[config.mk]
export PLATFORM = sky130hd
export DESIGN_NAME = i2cfe_front
export DESIGN_NICKNAME = d
export VERILOG_FILES = /design/src/rtl/i2cfe_pkg.sv /design/src/rtl/i2cfe_sync.sv /design/src/rtl/i2cfe_cond.sv /design/src/rtl/i2cfe_shift.sv /design/src/rtl/i2cfe_front.sv
export SDC_FILE = /design/constraint.sdc
export NUM_CORES = 1
export LEC_CHECK = 0
export BUFFER_PORTS_ARGS = -buffer_cell sky130_fd_sc_hd__buf_2
export CAP_MARGIN = 10
export CORE_ASPECT_RATIO = 0.6
export CORE_MARGIN = 10
export CORE_UTILIZATION = 35
export DETAILED_ROUTE_END_ITERATION = 16
export PLACE_DENSITY = 0.62
export SKIP_LAST_GASP = 1
export SLEW_MARGIN = 25
export SYNTH_ARGS = -nofsm -noshare
export SYNTH_HDL_FRONTEND = slang
export SYNTH_SLANG_ARGS = --single-unit
[constraint.sdc]
create_clock -name clk -period 1.8 [get_ports clk]
set_clock_uncertainty 0.15 [all_clocks]
set_input_delay 0.27 -clock clk [delete_from_list [all_inputs] [get_ports clk]]
set_output_delay 0.27 -clock clk [all_outputs]
set_load 0.02 [all_outputs]
[src/rtl/i2cfe_pkg.sv]
package i2cfe_pkg;
   // one-hot view of the bus conditions seen in a cycle
   typedef struct packed {
      logic start;
      logic rstart;
      logic stop;
   } cond_t;

   localparam logic BUS_IDLE_LVL = 1'b1;
endpackage

[src/rtl/i2cfe_sync.sv]
module i2cfe_sync #(
   parameter int WIDTH   = 2,
   parameter int STAGES  = 2,
   parameter logic RST_LVL = 1'b1
) (
   input  logic             clk,
   input  logic             rst_n,
   input  logic [WIDTH-1:0] d_i,
   output logic [WIDTH-1:0] q_o
);
   generate
      if (STAGES < 2) begin : g_bad_stages
         $error("i2cfe_sync: STAGES must be at least 2");
      end
      if (WIDTH < 1) begin : g_bad_width
         $error("i2cfe_sync: WIDTH must be at least 1");
      end
   endgenerate

   logic [WIDTH-1:0] pipe [STAGES];

   generate
      for (genvar g = 0; g < STAGES; g++) begin : g_stage
         if (g == 0) begin : g_first
            always_ff @(posedge clk or negedge rst_n) begin
               if (!rst_n) pipe[g] <= {WIDTH{RST_LVL}};
               else        pipe[g] <= d_i;
            end
         end else begin : g_next
            always_ff @(posedge clk or negedge rst_n) begin
               if (!rst_n) pipe[g] <= {WIDTH{RST_LVL}};
               else        pipe[g] <= pipe[g-1];
            end
         end
      end
   endgenerate

   assign q_o = pipe[STAGES-1];
endmodule

[src/rtl/i2cfe_cond.sv]
module i2cfe_cond
   import i2cfe_pkg::*;
(
   input  logic  clk,
   input  logic  rst_n,
   input  logic  scl_s,
   input  logic  sda_s,
   output cond_t cond_o,
   output logic  scl_rise_o,
   output logic  scl_fall_o
);
   logic scl_q, sda_q, busy_q;
   logic scl_held, sda_fall_hi, sda_rise_hi;

   always_ff @(posedge clk or negedge rst_n) begin
      if (!rst_n) begin
         scl_q  <= BUS_IDLE_LVL;
         sda_q  <= BUS_IDLE_LVL;
         busy_q <= 1'b0;
      end else begin
         scl_q <= scl_s;
         sda_q <= sda_s;
         if (sda_fall_hi)      busy_q <= 1'b1;
         else if (sda_rise_hi) busy_q <= 1'b0;
      end
   end

   // SCL must be high on both sides of the SDA edge
   assign scl_held    = scl_s & scl_q;
   assign sda_fall_hi = scl_held & sda_q & ~sda_s;
   assign sda_rise_hi = scl_held & ~sda_q & sda_s;

   assign cond_o.start  = sda_fall_hi & ~busy_q;
   assign cond_o.rstart = sda_fall_hi & busy_q;
   assign cond_o.stop   = sda_rise_hi;

   assign scl_rise_o = scl_s & ~scl_q;
   assign scl_fall_o = ~scl_s & scl_q;
endmodule

[src/rtl/i2cfe_shift.sv]
module i2cfe_shift #(
   parameter int DATA_W = 8
) (
   input  logic              clk,
   input  logic              rst_n,
   input  logic              sda_s,
   input  logic              scl_rise,
   input  logic              scl_fall,
   input  logic              frame_clr,
   input  logic              tx_en,
   input  logic              master_en,
   input  logic              ack_en,
   input  logic              tx_load,
   input  logic [DATA_W-1:0] tx_byte,
   output logic              sda_low,
   output logic [DATA_W-1:0] rx_byte,
   output logic              rx_valid,
   output logic              ack_bit,
   output logic              ack_valid,
   output logic              arb_lost
);
   localparam int CW = $clog2(DATA_W + 1);
   localparam logic [CW-1:0] LAST_DATA = CW'(DATA_W - 1);
   localparam logic [CW-1:0] ACK_SLOT  = CW'(DATA_W);

   logic [DATA_W-1:0] shreg;
   logic [CW-1:0]     bit_cnt;
   logic              framed, tx_full, lost, samp;
   logic              in_data, bit_end, drive_tx, drive_ack;

   assign in_data = framed & (bit_cnt < ACK_SLOT);
   assign bit_end = scl_fall & framed;

   // released data bit read back low while arbitrating
   assign arb_lost = scl_rise & master_en & tx_en & tx_full & ~lost
                   & in_data & shreg[DATA_W-1] & ~sda_s;

   always_ff @(posedge clk or negedge rst_n) begin
      if (!rst_n) begin
         shreg     <= '0;
         bit_cnt   <= '0;
         framed    <= 1'b0;
         tx_full   <= 1'b0;
         lost      <= 1'b0;
         samp      <= 1'b1;
         rx_valid  <= 1'b0;
         ack_bit   <= 1'b1;
         ack_valid <= 1'b0;
      end else begin
         rx_valid  <= 1'b0;
         ack_valid <= 1'b0;
         if (scl_rise) samp <= sda_s;
         if (arb_lost) lost <= 1'b1;
         if (frame_clr) begin
            framed  <= 1'b0;
            bit_cnt <= '0;
            lost    <= 1'b0;
         end else if (scl_fall && !framed) begin
            framed <= 1'b1;
         end else if (bit_end) begin
            if (bit_cnt == ACK_SLOT) begin
               bit_cnt   <= '0;
               ack_bit   <= samp;
               ack_valid <= 1'b1;
               tx_full   <= 1'b0;
            end else begin
               shreg   <= {shreg[DATA_W-2:0], samp};
               bit_cnt <= bit_cnt + 1'b1;
               if (bit_cnt == LAST_DATA) rx_valid <= 1'b1;
            end
         end
         if (tx_load) begin
            shreg   <= tx_byte;
            tx_full <= 1'b1;
         end
      end
   end

   assign drive_tx  = tx_en & tx_full & ~lost & in_data & ~shreg[DATA_W-1];
   assign drive_ack = ~tx_en & framed & (bit_cnt == ACK_SLOT) & ack_en;
   assign sda_low   = drive_tx | drive_ack;
   assign rx_byte   = shreg;
endmodule

[src/rtl/i2cfe_front.sv]
module i2cfe_front
   import i2cfe_pkg::*;
#(
   parameter int DATA_W      = 8,
   parameter int SYNC_STAGES = 2
) (
   input  logic              clk,
   input  logic              rst_n,
   input  logic              scl_i,
   input  logic              sda_i,
   input  logic              low_power_i,
   input  logic              tx_en_i,
   input  logic              master_en_i,
   input  logic              ack_en_i,
   input  logic              tx_load_i,
   input  logic [DATA_W-1:0] tx_byte_i,
   output logic              sda_low_o,
   output logic              start_o,
   output logic              rstart_o,
   output logic              stop_o,
   output logic              wake_o,
   output logic [DATA_W-1:0] rx_byte_o,
   output logic              rx_valid_o,
   output logic              ack_bit_o,
   output logic              ack_valid_o,
   output logic              arb_lost_o
);
   generate
      if (DATA_W < 2) begin : g_bad_data_w
         $error("i2cfe_front: DATA_W must be at least 2");
      end
   endgenerate

   logic [1:0] pins_s;
   cond_t      cond;
   logic       scl_rise, scl_fall, any_cond;

   i2cfe_sync #(.WIDTH(2), .STAGES(SYNC_STAGES), .RST_LVL(BUS_IDLE_LVL)) u_sync (
      .clk   (clk),
      .rst_n (rst_n),
      .d_i   ({scl_i, sda_i}),
      .q_o   (pins_s)
   );

   i2cfe_cond u_cond (
      .clk        (clk),
      .rst_n      (rst_n),
      .scl_s      (pins_s[1]),
      .sda_s      (pins_s[0]),
      .cond_o     (cond),
      .scl_rise_o (scl_rise),
      .scl_fall_o (scl_fall)
   );

   assign any_cond = cond.start | cond.rstart | cond.stop;

   i2cfe_shift #(.DATA_W(DATA_W)) u_shift (
      .clk       (clk),
      .rst_n     (rst_n),
      .sda_s     (pins_s[0]),
      .scl_rise  (scl_rise),
      .scl_fall  (scl_fall),
      .frame_clr (any_cond),
      .tx_en     (tx_en_i),
      .master_en (master_en_i),
      .ack_en    (ack_en_i),
      .tx_load   (tx_load_i),
      .tx_byte   (tx_byte_i),
      .sda_low   (sda_low_o),
      .rx_byte   (rx_byte_o),
      .rx_valid  (rx_valid_o),
      .ack_bit   (ack_bit_o),
      .ack_valid (ack_valid_o),
      .arb_lost  (arb_lost_o)
   );

   assign start_o  = cond.start;
   assign rstart_o = cond.rstart;
   assign stop_o   = cond.stop;
   assign wake_o   = low_power_i & any_cond;
endmodule

## After elaboration in Yosys (flattened, before gate mapping)

Index checks and enable logic that the tools add are counted.

| storage, ports and cells | value |
|---|---|
| register bits after elaboration | 26 |
| input port bits | 17 |
| output and inout bits | 17 |
| logic and storage cells | 102 |

| cells by class | value |
|---|---|
| $add $sub $neg | 1 |
| order comparisons | 1 |
| eq/ne operators | 6 |
| mux-type cells | 29 |
| bitwise gates (word level) | 39 |
| reductions and logical operators | 12 |

Operators by type and width:

| cell | number |
|---|---|
| 2-to-1 mux 8 bit | 5 |
| bitwise AND 1 bit | 26 |
| 2-to-1 mux 1 bit | 20 |
| 2-to-1 mux 4 bit | 4 |
| AND reduction 4 bit | 3 |
| nonzero test 2 bit | 6 |
| inverter 1 bit | 10 |
| != test 2 bit (second input constant) | 4 |
| adder 4 x 1 -> 4 bit (second input constant) | 1 |
| == test 4 x 3 -> 1 bit (second input constant) | 1 |
| == test 4 bit (second input constant) | 1 |
| less-than comparator 4 bit (second input constant) | 1 |
| bitwise OR 1 bit | 3 |
| AND reduction 2 bit | 1 |
| logical AND 1 bit | 1 |
| logical NOT 1 bit | 1 |

## Depth between registers and ports, before layout

| depth | value |
|---|---|
| word-level depth | 11 |
| mapped depth | 6 |
| gate-level depth less buffers | 5 |

## Modules after synthesis

A second synthesis with hierarchy kept.

| second synthesis, totals | value |
|---|---|
| cells, all modules | 123 |
| area, all modules | 1253.7 sq um |

By module, submodules not included:

| module | times used | cells an instance | area each (sq um) | sequential area each (sq um) |
|---|---|---|---|---|
| i2cfe_shift | 1 | 100 | 968.4 | 478.0 |
| i2cfe_cond | 1 | 15 | 148.9 | 77.6 |
| i2cfe_sync | 1 | 6 | 120.1 | 105.1 |
| i2cfe_front | 1 | 2 | 16.3 | 0.0 |

## Worst setup path after synthesis

OpenSTA, ideal clock, no wires.

| timing | value |
|---|---|
| path kind | reg-to-output |
| start | register u_shift.bit_cnt[0] |
| end | output port sda_low_o |
| arrival | 1.344 ns |
| required time | 1.380 ns |
| path slack | 0.036 ns |
| cell stages (with the launch flop) | 6 |
| buffers on the path | 1 |
| cells stage by stage | dfrtp_1 -> inv_1 -> ha_1 -> nand3b_2 -> buf_2 -> o32ai_2 |

| between the ends | value |
|---|---|
| cells in the longest elaborated chain, start to end | 5 |
| elaborated cells on any way between the ends | 8 |
| those cells by class | order compare: 1; eq/ne: 1; bitwise: 6 |

Ends and longest elaborated chain:

| element | RTL line | source |
|---|---|---|
| from (decl) | i2cfe_shift.sv:27 | `logic [CW-1:0] bit_cnt;` |
| from (signal assigned) | i2cfe_shift.sv:68 | `bit_cnt <= bit_cnt + 1'b1;` |
| less-than comparator 4 bit | i2cfe_shift.sv:31 | `assign in_data = framed & (bit_cnt < ACK_SLOT);` |
| bitwise AND 1 bit | i2cfe_shift.sv:31 |  |
| bitwise AND 1 bit (2 in a row) | i2cfe_shift.sv:79 | `assign drive_tx = tx_en & tx_full & ~lost & in_data & ~shreg[DATA_W-1];` |
| bitwise OR 1 bit * | i2cfe_shift.sv:81 | `assign sda_low = drive_tx \| drive_ack;` |
| to (decl) | i2cfe_front.sv:17 | `output logic sda_low_o,` |

Mark *: on every way between the ends. The rest lies on a longest branch, timed or not.

## Final worst setup path

| timing | value |
|---|---|
| start | register u_sync.pipe, in the netlist u_sync.q_o[1] |
| end | output port arb_lost_o |

| between the ends | value |
|---|---|
| cells in the longest elaborated chain, start to end | 8 |

Ends and longest elaborated chain:

| element | RTL line | source |
|---|---|---|
| from (decl) | i2cfe_sync.sv:20 | `logic [WIDTH-1:0] pipe [STAGES];` |
| from (signal, indexed assignment) | i2cfe_sync.sv:31 | `if (!rst_n) pipe[g] <= {WIDTH{RST_LVL}};` |
| from (signal, indexed assignment) | i2cfe_sync.sv:32 | `else pipe[g] <= pipe[g-1];` |
| bitwise AND 1 bit | i2cfe_cond.sv:37 | `assign scl_rise_o = scl_s & ~scl_q;` |
| bitwise AND 1 bit (4 in a row) | i2cfe_shift.sv:35 | `assign arb_lost = scl_rise & master_en & tx_en & tx_full & ~lost` |
| bitwise AND 1 bit (3 in a row) | i2cfe_shift.sv:36 | `& in_data & shreg[DATA_W-1] & ~sda_s;` |
| to (decl) | i2cfe_front.sv:26 | `output logic arb_lost_o` |

No other way between the ends.

==> results.md <==
* CP Class: reg2out
* Dominant cell type by area after synthesis: dfrtp_1
* Top delay family on crit path: flip-flops
* Buffers & Inverters on Critical Path at 1
* Sink Count at 26
* Yosys top cell area share at 0.3611
* DR iter-0 viols at 68
* Final WS setup at -0.02357 ns
* Nets at 190
* DR WL/cell at ~15 um
* Crit share post-route at 1.013
* Status: finished with violations
* Required time of the critical path at 1.38 ns
* Arrival time worst endpoint at 1.40 ns
* Tot Pwr at between 1.5 and 2 mW
* Final-report setup violation count at 3
* Hold slack final at approximately 0.095 ns
* Max-Cap Viols at 0
* Core Footprint at about 3300 sq um
* Worst Tran Pin Value at 0.5760 ns
* VDD IR max at approximately 0.00043 V
* DR DRC count at 0
* Synthesized area at 1247 sq um
* Largest net degree at the start of global routing at 27
* Layout cells sized above 1 at 0.4529
* Post-place setup slack at 0.09543 ns
* CP Launch Type: flip-flop
* Pleak at between 0.7 and 0.8 nW
* Minimum clock period at between 1.5 and 2 ns
* Starting Density at 0.3731
* Die W at 97.07 um
* Max-slew violation count at 0
* CTS tree: yes
* Cell area after layout at roughly 1700 sq um
* Root Buffer: clkbuf_8
* Tightest Hold Check Type: in2reg
* CTS Buf Count at 3
* Syn Nets at 140
* Seq/Total Area, Yosys at 0.5296
* First-pass iteration count of the detailed router at 4
* RSZ-0062 raised after global routing: yes
* Routed via count at 1063
* Top post-synthesis cells by area: dfrtp_1 36%, dfstp_2 17%, a21oi_1 4.8%
* Cells after synthesis at roughly 120
* Port Buf Inserts at 33
* Antenna Nets Post-Route at 0
* Post-route setup TNS at -0.05147 ns
* Drt via density at 4.944
* Max frequency at roughly 550 MHz
* Clock Tree Buf Depth at 2
* Synth-to-Final Area Change at 37.81%
* Die area at roughly 6400 sq um
* N_diodes at 0
* Failing checks: setup timing
* Gr usage total at 0.09412
* Yosys reg bits at 26
* Die Height at approximately 66 um
* Avg Synthesized Cell Area at 10.31 sq um
* Critical path's slowest cell: dfstp_2
* Most frequent cells in the layout: 28 x buf_2, 18 x buf_4, 17 x dfrtp_1, 12 x a21oi_1, 11 x o21ai_0
* Critical path endpoint category: output pin
* First-pass GRT wire length at 5078 um
* Post-DP HPWL at around 2300 um
* Critical-path cell list: and4bb_2 -> nand2_1 -> nor2_1 -> buf_4
* Commonest non-fill, non-tap cell in the layout: buf_2
* Congestion Overflow GR at 0
* Dpl cell area at roughly 1500 sq um
* CP peak stage delay at slightly below 0.6 ns
* Hold Fails Final Rpt at 0
* P per Cell Area at 885.9 nW/um^2
* Reg clk slew, reported paths at 0.09 ns
* I/O pin cnt at 34
* H-tree level count at 1
* Antenna violations before repair at 0
* RD Place Congestion at 0.7837
* Maximum net fanout on the critical path at 7
* Vias in the first global route at around 1000
* Yosys cell types at 34
* Detailed-route wire length at 3223 um
* Slew headroom at 0.6160
* Row cnt at 16
* Synth warn at 0
* Clock latency on the worst-skew pair at about 0.27 ns
==> final timing paths <==
path                                 from            endpoint  slack [ns]  cells after the start
hold reg to reg            u_sync.pipe[3]       u_sync.q_o[1]        0.21                      0
hold / removal               tx_byte_i[4]  u_shift.rx_byte[4]        0.09                      3
max in group asynchronous           rst_n      u_shift.framed        0.72                      2
setup reg to reg            u_sync.q_o[1]  u_shift.rx_byte[3]        0.16                      4
setup / recovery            u_sync.q_o[1]          arb_lost_o       -0.02                      4
min in group asynchronous           rst_n   u_shift.ack_valid        0.38                      2
==> timing repair <==
item | 4_1_cts | 5_1_grt
endpoints found under the setup margin | 5 | 6
buffers inserted | 7 | 4
gates resized for setup | 12 | 7
hold buffers | 3 | 0
hold endpoints to repair | 20 | 0
pin swaps | 3 | 3
==> report_power, final <==
part	switching, mW	internal [mW]
Sequential	0.0552	0.649
Combinational	0.178	0.166
Clock	0.178	0.297
Total	0.411	1.11
==> cell families after synthesis <==
family	Yosys count	share of synthesized area
simple gates	43	0.2036
compound gates	36	0.1725
flops	26	0.5296
buf+inv	11	0.04913
mux	2	0.01805
fa+ha+maj	2	0.02006
xor+xnor	1	0.007022
==> flip-flops by register name, summed over array words and instances (netlist names), 2 cells and up <==
name	count
u_shift.rx_byte	8
u_sync.q_o	2
u_shift.bit_cnt	4
u_sync.pipe	2
==> metal layers <==
| layer | track usage | up-vias | share of wire |
|---|---|---|---|
| met5 | 0 | - | 0 |
| met4 | 0.01648 | 0 | 0 |
| met3 | 0.03132 | 0 | 0.039 |
| met2 | 0.1503 | 18 | 0.49 |
| met1 | 0.1220 | 520 | 0.47 |
| li1 | - | 525 | - |
==> cell type report <==
cell class | count | area (sq um)
sequential | 26 | 661.9
clock buffer | 3 | 41.29
multi-input combinational | 84 | 575.6
timing repair buffer | 52 | 339.1
fill | 307 | 1624
inverter | 4 | 15.01
clock inverter | 1 | 30.03
tap | 45 | 56.30
==> worst min-delay path, stage by stage <==
cell,delay (ns)
buf_2,0.07
nor2b_1,0.03
a21oi_1,0.10
==> per-stage QoR <==
| stage | utilization | cells |
|---|---|---|
| after floorplan | - | 121 |
| after global placement | 0.4368 | 197 |
| after detailed placement | 0.4368 | 197 |
| after CTS | 0.4970 | 211 |
| after global routing | 0.5142 | 215 |
| final | 0.5142 | 215 |
==> Yosys cell counts <==
| cell type | count |
|---|---|
| nand3b_1 | 1 |
| nand4b_1 | 1 |
| and3b_2 | 1 |
| xnor2_1 | 1 |
| clkbuf_1 | 1 |
| o32ai_2 | 1 |
| a21oi_2 | 1 |
| or3_1 | 1 |
| nor2b_1 | 8 |
| and3b_1 | 2 |
| and4bb_2 | 2 |
| nand3_1 | 3 |
| nand3b_2 | 1 |
| nand2b_1 | 2 |
| nor2_1 | 9 |
| o211ai_1 | 1 |
| and3_1 | 1 |
| and2_1 | 1 |
| clkbuf_2 | 1 |
| o21ai_0 | 11 |
| a41oi_1 | 1 |
| nor3b_1 | 1 |
| a21oi_1 | 12 |
| buf_6 | 2 |
| dfstp_2 | 8 |
| dfrtp_1 | 18 |
| nand4_1 | 1 |
| nand2_1 | 8 |
| buf_2 | 3 |
| mux2_2 | 2 |
| a31oi_1 | 8 |
| ha_1 | 2 |
| inv_1 | 4 |
| a211o_1 | 1 |
Power figures use the tool's default switching activity.
